**src/rtl/ts_latch_pkg.sv**
```systemverilog
package ts_latch_pkg;
  localparam int unsigned TS_NEDGE     = 2;
  localparam int unsigned TS_EDGE_RISE = 0;
  localparam int unsigned TS_EDGE_FALL = 1;

  typedef enum logic [1:0] {
    ACK_NET_READ   = 2'd0,
    ACK_HOST_READ  = 2'd1,
    ACK_HOST_WRITE = 2'd2
  } ack_src_e;
endpackage

```
**src/rtl/ts_rst_sync.sv**
```systemverilog
module ts_rst_sync (
  input  logic clk,
  input  logic rst_n_async,
  output logic rst_n_o
);
  logic [1:0] rs_q;
  logic [1:0] rs_d;

  always_comb begin
    rs_d = {rs_q[0], 1'b1};
  end

  always_ff @(posedge clk or negedge rst_n_async) begin
    if (!rst_n_async) begin
      rs_q <= 2'b00;
    end else begin
      rs_q <= rs_d;
    end
  end

  assign rst_n_o = rs_q[1];
endmodule

```
**src/rtl/ts_sync_edge.sv**
```systemverilog
module ts_sync_edge #(
  parameter int unsigned SYNC_STAGES = 2
) (
  input  logic clk,
  input  logic rst_n,
  input  logic async_in,
  output logic rise_o,
  output logic fall_o
);
  // stages 0..SYNC_STAGES-1 synchronize, stage SYNC_STAGES holds history
  logic [SYNC_STAGES:0] pipe_q;
  logic [SYNC_STAGES:0] pipe_d;

  always_comb begin
    pipe_d = {pipe_q[SYNC_STAGES-1:0], async_in};
  end

  always_ff @(posedge clk or negedge rst_n) begin
    if (!rst_n) begin
      pipe_q <= '0;
    end else begin
      pipe_q <= pipe_d;
    end
  end

  assign rise_o = pipe_q[SYNC_STAGES-1] & ~pipe_q[SYNC_STAGES];
  assign fall_o = ~pipe_q[SYNC_STAGES-1] & pipe_q[SYNC_STAGES];

  AST_RISE_ONE_CYCLE: assert property (@(posedge clk) disable iff (!rst_n)
    rise_o |=> !rise_o);
  AST_FALL_ONE_CYCLE: assert property (@(posedge clk) disable iff (!rst_n)
    fall_o |=> !fall_o);
endmodule

```
**src/rtl/ts_capture.sv**
```systemverilog
module ts_capture #(
  parameter int unsigned TIME_W = 64,
  parameter int unsigned NEDGE  = 2
) (
  input  logic                          clk,
  input  logic                          rst_n,
  input  logic [TIME_W-1:0]             sys_time,
  input  logic [NEDGE-1:0]              evt,
  input  logic [NEDGE-1:0]              clr,
  output logic [NEDGE-1:0][TIME_W-1:0]  cap_o,
  output logic [NEDGE-1:0]              status_o
);
  logic [NEDGE-1:0][TIME_W-1:0] cap_q;
  logic [NEDGE-1:0]             st_q;
  logic [NEDGE-1:0]             st_d;

  for (genvar g = 0; g < NEDGE; g++) begin : g_edge
    // capture register with explicit clock enable
    always_ff @(posedge clk or negedge rst_n) begin
      if (!rst_n) begin
        cap_q[g] <= '0;
      end else if (evt[g]) begin
        cap_q[g] <= sys_time;
      end
    end

    // set wins over clear
    always_comb begin
      if (evt[g]) begin
        st_d[g] = 1'b1;
      end else if (clr[g]) begin
        st_d[g] = 1'b0;
      end else begin
        st_d[g] = st_q[g];
      end
    end

    AST_CAPTURE_TAKES_TIME: assert property (@(posedge clk) disable iff (!rst_n)
      evt[g] |=> (cap_q[g] == $past(sys_time)));
    AST_CAPTURE_HOLDS: assert property (@(posedge clk) disable iff (!rst_n)
      !evt[g] |=> $stable(cap_q[g]));
    AST_STATUS_SET_WINS: assert property (@(posedge clk) disable iff (!rst_n)
      evt[g] |=> st_q[g]);
    AST_STATUS_ACKED: assert property (@(posedge clk) disable iff (!rst_n)
      (clr[g] && !evt[g]) |=> !st_q[g]);
  end

  always_ff @(posedge clk or negedge rst_n) begin
    if (!rst_n) begin
      st_q <= '0;
    end else begin
      st_q <= st_d;
    end
  end

  assign cap_o    = cap_q;
  assign status_o = st_q;
endmodule

```
**src/rtl/ts_read_port.sv**
```systemverilog
module ts_read_port #(
  parameter int unsigned TIME_W = 64,
  parameter int unsigned BYTE_W = 8,
  parameter int unsigned NEDGE  = 2,
  localparam int unsigned NBYTE  = TIME_W / BYTE_W,
  localparam int unsigned BIDX_W = $clog2(NBYTE),
  localparam int unsigned ESEL_W = $clog2(NEDGE),
  localparam int unsigned SHD_W  = TIME_W - BYTE_W
) (
  input  logic                          clk,
  input  logic                          rst_n,
  input  logic                          rd,
  input  logic [ESEL_W-1:0]             edge_sel,
  input  logic [BIDX_W-1:0]             byte_idx,
  input  logic [NEDGE-1:0][TIME_W-1:0]  cap,
  output logic [BYTE_W-1:0]             rdata_o
);
  logic [NEDGE-1:0][SHD_W-1:0] shd_q;
  logic [NEDGE-1:0]            shd_en;
  logic                        low_rd;
  logic [TIME_W-1:0]           sel_cap;
  logic [TIME_W-1:0]           view;
  logic [BYTE_W-1:0]           rdata_q;
  logic [BYTE_W-1:0]           rdata_d;

  assign low_rd = rd && (byte_idx == '0);

  for (genvar g = 0; g < NEDGE; g++) begin : g_shadow
    assign shd_en[g] = low_rd && (edge_sel == ESEL_W'(g));

    always_ff @(posedge clk or negedge rst_n) begin
      if (!rst_n) begin
        shd_q[g] <= '0;
      end else if (shd_en[g]) begin
        shd_q[g] <= cap[g][TIME_W-1:BYTE_W];
      end
    end

    AST_SNAPSHOT_HOLDS: assert property (@(posedge clk) disable iff (!rst_n)
      !shd_en[g] |=> $stable(shd_q[g]));
  end

  always_comb begin
    sel_cap = cap[edge_sel];
    view    = {shd_q[edge_sel], sel_cap[BYTE_W-1:0]};
    if (rd) begin
      rdata_d = view[int'(byte_idx)*BYTE_W +: BYTE_W];
    end else begin
      rdata_d = rdata_q;
    end
  end

  always_ff @(posedge clk or negedge rst_n) begin
    if (!rst_n) begin
      rdata_q <= '0;
    end else begin
      rdata_q <= rdata_d;
    end
  end

  assign rdata_o = rdata_q;

  AST_RDATA_HOLDS: assert property (@(posedge clk) disable iff (!rst_n)
    !rd |=> $stable(rdata_q));
  AST_LOW_BYTE_LIVE: assert property (@(posedge clk) disable iff (!rst_n)
    low_rd |=> (rdata_q == $past(sel_cap[BYTE_W-1:0])));
endmodule

```
**src/rtl/ts_latch_unit.sv**
```systemverilog
module ts_latch_unit
  import ts_latch_pkg::*;
#(
  parameter int unsigned TIME_W      = 64,
  parameter int unsigned BYTE_W      = 8,
  parameter int unsigned SYNC_STAGES = 2,
  localparam int unsigned NBYTE  = TIME_W / BYTE_W,
  localparam int unsigned BIDX_W = $clog2(NBYTE)
) (
  input  logic              clk,
  input  logic              rst_n,
  input  logic [TIME_W-1:0] sys_time,
  input  logic              latch_in,
  input  logic              cfg_host_owns,
  input  logic              cfg_host_wr_ack,
  input  logic              net_rd,
  input  logic              net_wr,
  input  logic              net_edge,
  input  logic [BIDX_W-1:0] net_byte,
  output logic [BYTE_W-1:0] net_rdata,
  input  logic              host_rd,
  input  logic              host_wr,
  input  logic              host_edge,
  input  logic [BIDX_W-1:0] host_byte,
  output logic [BYTE_W-1:0] host_rdata,
  output logic [TS_NEDGE-1:0] evt_status
);
  logic                               rst_sync_n;
  logic                               rise;
  logic                               fall;
  logic [TS_NEDGE-1:0]                evt;
  logic [TS_NEDGE-1:0]                clr;
  logic [TS_NEDGE-1:0][TIME_W-1:0]    cap;
  ack_src_e                           ack_src;

  ts_rst_sync u_rst_sync (
    .clk         (clk),
    .rst_n_async (rst_n),
    .rst_n_o     (rst_sync_n)
  );

  ts_sync_edge #(.SYNC_STAGES(SYNC_STAGES)) u_sync_edge (
    .clk      (clk),
    .rst_n    (rst_sync_n),
    .async_in (latch_in),
    .rise_o   (rise),
    .fall_o   (fall)
  );

  always_comb begin
    evt               = '0;
    evt[TS_EDGE_RISE] = rise;
    evt[TS_EDGE_FALL] = fall;
  end

  // which access acknowledges an event
  always_comb begin
    if (!cfg_host_owns) begin
      ack_src = ACK_NET_READ;
    end else if (cfg_host_wr_ack) begin
      ack_src = ACK_HOST_WRITE;
    end else begin
      ack_src = ACK_HOST_READ;
    end
  end

  always_comb begin
    for (int e = 0; e < int'(TS_NEDGE); e++) begin
      unique case (ack_src)
        ACK_NET_READ:   clr[e] = net_rd && (net_byte == '0) && (net_edge == e[0]);
        ACK_HOST_READ:  clr[e] = host_rd && (host_byte == '0) && (host_edge == e[0]);
        ACK_HOST_WRITE: clr[e] = host_wr && (host_byte == '0) && (host_edge == e[0]);
        default:        clr[e] = 1'b0;
      endcase
    end
  end

  ts_capture #(.TIME_W(TIME_W), .NEDGE(TS_NEDGE)) u_capture (
    .clk      (clk),
    .rst_n    (rst_sync_n),
    .sys_time (sys_time),
    .evt      (evt),
    .clr      (clr),
    .cap_o    (cap),
    .status_o (evt_status)
  );

  ts_read_port #(.TIME_W(TIME_W), .BYTE_W(BYTE_W), .NEDGE(TS_NEDGE)) u_net_port (
    .clk      (clk),
    .rst_n    (rst_sync_n),
    .rd       (net_rd),
    .edge_sel (net_edge),
    .byte_idx (net_byte),
    .cap      (cap),
    .rdata_o  (net_rdata)
  );

  ts_read_port #(.TIME_W(TIME_W), .BYTE_W(BYTE_W), .NEDGE(TS_NEDGE)) u_host_port (
    .clk      (clk),
    .rst_n    (rst_sync_n),
    .rd       (host_rd),
    .edge_sel (host_edge),
    .byte_idx (host_byte),
    .cap      (cap),
    .rdata_o  (host_rdata)
  );

  AST_NO_ACK_OFF_LOW_BYTE: assert property (@(posedge clk) disable iff (!rst_sync_n)
    ((net_byte != '0) && (host_byte != '0)) |=> ((~evt_status & $past(evt_status)) == '0));
  AST_NET_WRITE_INERT: assert property (@(posedge clk) disable iff (!rst_sync_n)
    (net_wr && !net_rd) |=> $stable(net_rdata));
  AST_HOST_SILENT_WHEN_NET_OWNS: assert property (@(posedge clk) disable iff (!rst_sync_n)
    (!cfg_host_owns && !net_rd) |=> ((~evt_status & $past(evt_status)) == '0));
endmodule

```
**config.mk**
```make
export PLATFORM = sky130hd
export DESIGN_NAME = ts_latch_unit
export DESIGN_NICKNAME = d
export VERILOG_FILES = /design/src/rtl/ts_latch_pkg.sv /design/src/rtl/ts_rst_sync.sv /design/src/rtl/ts_sync_edge.sv /design/src/rtl/ts_capture.sv /design/src/rtl/ts_read_port.sv /design/src/rtl/ts_latch_unit.sv
export SDC_FILE = /design/constraint.sdc
export NUM_CORES = 1
export LEC_CHECK = 0
export CAP_MARGIN = 10
export CORE_MARGIN = 1
export CORE_UTILIZATION = 25
export CTS_CLUSTER_SIZE = 40
export DETAILED_ROUTE_END_ITERATION = 8
export DONT_BUFFER_PORTS = 1
export GPL_TIMING_DRIVEN = 0
export HOLD_SLACK_MARGIN = 0.03
export SETUP_SLACK_MARGIN = 0.5
export SLEW_MARGIN = 20
export SYNTH_ARGS = -nofsm -noshare
export SYNTH_HDL_FRONTEND = slang
export SYNTH_SLANG_ARGS = --single-unit
```
**constraint.sdc**
```tcl
create_clock -name clk -period 12.9 [get_ports clk]
set_input_delay 0.645 -clock clk [delete_from_list [all_inputs] [get_ports clk]]
set_output_delay 0.645 -clock clk [all_outputs]
set_load 0.1 [all_outputs]
```
==> flow_summary.ini <==
[detailed_routing]
drt_iter0_markers = 530
wl_um = 45580
wl_per_cell_um = 23.90
drt_pass1_iterations = 4
postRouteAntennaNets = 0
vias = 8823
drc = 0
via_per_inst = 4.627

[grt]
grt_pass1_wl_um = 66650
grt_use_total = 0.1429
grt_antenna_before_repair = 8
grt_max_degree = 60
first_global_vias = 9598
grt-ovfl-total = 0

[critical_path]
reg2regPathDepth = 4
start_kind = flip-flop
reg2reg_from = u_sync_edge.pipe_q[1]
path_class = reg2reg
cp.required_ps = 13320
cp-end-kind = flip-flop
cp_max_fo = 10
r2r_slack_ps = 10630
rr_endpoint = u_capture.cap_o[81]
cp.arrival_ps = 2690

[power_and_ir_drop]
p_int_uw = 2457
swShare = 0.2809
p_leak_uw = 0.007797
p_switching_uw = 960.0
p_per_area_nw_per_um2 = 184.6
ir_drop_mv = 0.1080
p_clk_frac = 0.334
power_frac_comb = 0.155
seq_power_share = 0.511

[floorplan]
core-area_sq_um = 63080
rows = 92
start_util = 0.2530
io_pins = 99
die_y_um = 254.7
die_w_um = 254.7
fp.dieArea_sq_um = 64850

[logic_synthesis]
async_flop_share = 1.000
synth_edf_count = 0
ys.warnings.count = 0
seq_area_frac_synth = 0.5881
synth_area_per_cell_sq_um = 16.25
synth.distinct_cells = 33
synth_cells = 982
netlist_area_sq_um = 15960
synthesis.nets = 1063
ys_ff_latch = 375
ys.flop_type = dfrtp_1

[hold_path]
hold_path.class = reg2async

[sta]
fmax_mhz = 440.6
post-route-period-util = 0.1759
worst_pin_slew_ps = 1095
hold_slack_ps = 104.4
rsz0062_at_grt = false
slew_viol_final = 0
setup_viol = 0
maxSlewHeadroom = 0.2702
period_minus_slack_ps = 2270
clock_skew_ps = 11.96
hold_viol = 0

[cts]
cts.clk_slew.worst_paths_ps = 60
cts-root-buf = clkbuf_16
clock-sinks = 375
clkLatencyLatePin_ps = 540
cts_buffer_depth = 3
cts_inserted_buffers = 37
h-tree-depth = 2
cts_tree = built

[cells_and_area]
final.fill_count = 6354
areaGrowthSynthToFinish_pct = 16.01
nets = 1110
drive_gt1_frac = 0.4924
fin_area_sq_um = 18510

[placed_design]
placed_area_sq_um = 17210
port_buffers = 0
finalWeightedCongestion = 0.8416
dp_hpwl_um = 33160

[outcome]
status = completed

[run]
cap_violations = 0
-- what timing repair did --
item / CTS / global route
hold endpoints to repair: 2 / 0
setup buffers: 0 / 0
gates resized for setup: 0 / 0
hold buffers: 1 / 0
-- cell usage in the layout, fill, tap and decap left out, types with 5 or more instances in the layout --
| master | Yosys | routed |
|---|---|---|
| a21oi_1 | 12 | 12 |
| a31oi_1 | 5 | 5 |
| buf_1 | 5 | 5 |
| buf_16 | 0 | 7 |
| buf_2 | 30 | 30 |
| buf_4 | 12 | 12 |
| buf_6 | 11 | 11 |
| clkbuf_1 | 9 | 14 |
| clkbuf_16 | 0 | 39 |
| clkbuf_8 | 0 | 7 |
| clkinv_2 | 0 | 11 |
| dfrtp_1 | 375 | 374 |
| mux2_2 | 360 | 360 |
| mux2i_1 | 40 | 40 |
| mux4_1 | 16 | 16 |
| mux4_2 | 32 | 32 |
| nor2_1 | 9 | 9 |
| o22ai_1 | 24 | 24 |
| o32ai_1 | 8 | 8 |
-- synthesized netlist by cell type, types with 8 or more instances --
master | instances | area [sq um]
o32ai_1 | 8 | 70.07
mux2i_1 | 40 | 400.4
dfrtp_1 | 375 | 9384
buf_4 | 12 | 90.09
nor2_1 | 9 | 33.78
o22ai_1 | 24 | 150.1
buf_6 | 11 | 123.9
mux2_2 | 360 | 4054
mux4_2 | 32 | 720.7
buf_2 | 30 | 150.1
a21oi_1 | 12 | 60.06
clkbuf_1 | 9 | 33.78
mux4_1 | 16 | 420.4
-- metal layers --
layer	GRT usage	part of all wire	wire [um]	up-vias
met2	0.2333	0.48	21870	227
met4	0.06022	0.037	1697	14
li1	-	-	-	3743
met5	0	0.0022	99	-
met1	0.1725	0.40	18150	4751
met3	0.04695	0.083	3768	88
-- state kept, by name (all words and copies together) (netlist names) --
signal / flops
u_capture.cap_o: 128
u_host_port.shd_q: 112
u_net_port.shd_q: 112
u_host_port.rdata_o: 8
u_net_port.rdata_o: 8
u_sync_edge.pipe_q: 3
u_capture.status_o: 2
u_rst_sync.rs_q: 2
-- critical path, cell delays in order (launching register included) --
cell,delay (ps)
dfrtp_1,390
nor2b_1,140
clkbuf_1,700
buf_2,520
mux2_2,380
-- stage by stage --
step | utilization | setup slack (ps) | cells | total power [uW] | TNS [ps]
2_1_floorplan | - | 1675 | 982 | 2084 | 0
3_3_place_gp | 0.2698 | -2188 | 1828 | 2260 | -797920
3_5_place_dp | 0.2729 | 10350 | 1835 | 2296 | 0
4_1_cts | 0.2934 | 10590 | 1904 | 3444 | 0
5_1_grt | 0.2934 | 10550 | 1906 | 3556 | 0
6_report | 0.2935 | 10630 | 1907 | 3417 | 0
-- how the worst max path moves through the flow --
stage,startpoint,to,slack [ps],cells after the start
after floorplan,u_rst_sync.rs_q[1],u_capture.cap_o[0],1670,0
after global placement,u_rst_sync.rs_q[1],u_capture.cap_o[76],-2190,0
after detailed placement,host_edge,u_host_port.rdata_o[4],10350,7
after CTS,u_sync_edge.pipe_q[1],u_capture.cap_o[21],10590,4
after global routing,u_sync_edge.pipe_q[1],u_capture.cap_o[14],10550,4
final,u_sync_edge.pipe_q[1],u_capture.cap_o[81],10630,4
-- power by group through the flow --
stage	sequential (uW)	combinational [uW]	clock, uW
final	1750	530	1140
after floorplan	1680	405	0
after global routing	1780	567	1210
after detailed placement	1760	535	0
after CTS	1740	536	1160
after global placement	1770	486	0
-- final cells by class --
class	count	area (sq um)	share of cell area
repair buffers	8	202.7	0.01095
clock inverters	17	191.4	0.01034
flip-flops and latches	375	9388	0.5071
inverters	2	7.507	0.0004055
clock buffers	51	1091	0.05893
multi-input cells	538	6150	0.3322
plain buffers	67	416.7	0.02251
diodes	3	7.507	0.0004055
well taps	846	1059	0.05718
-- cells by family after synthesis --
family | after synthesis | share of synthesized area
multiplexers | 448 | 0.3506
flip-flops | 375 | 0.5881
AND/OR/NAND/NOR | 28 | 0.009722
buffers and inverters | 69 | 0.02658
other | 1 | 0.0002350
AO/OA/AOI/OAI | 61 | 0.02478
Power figures use the tool's default switching activity.
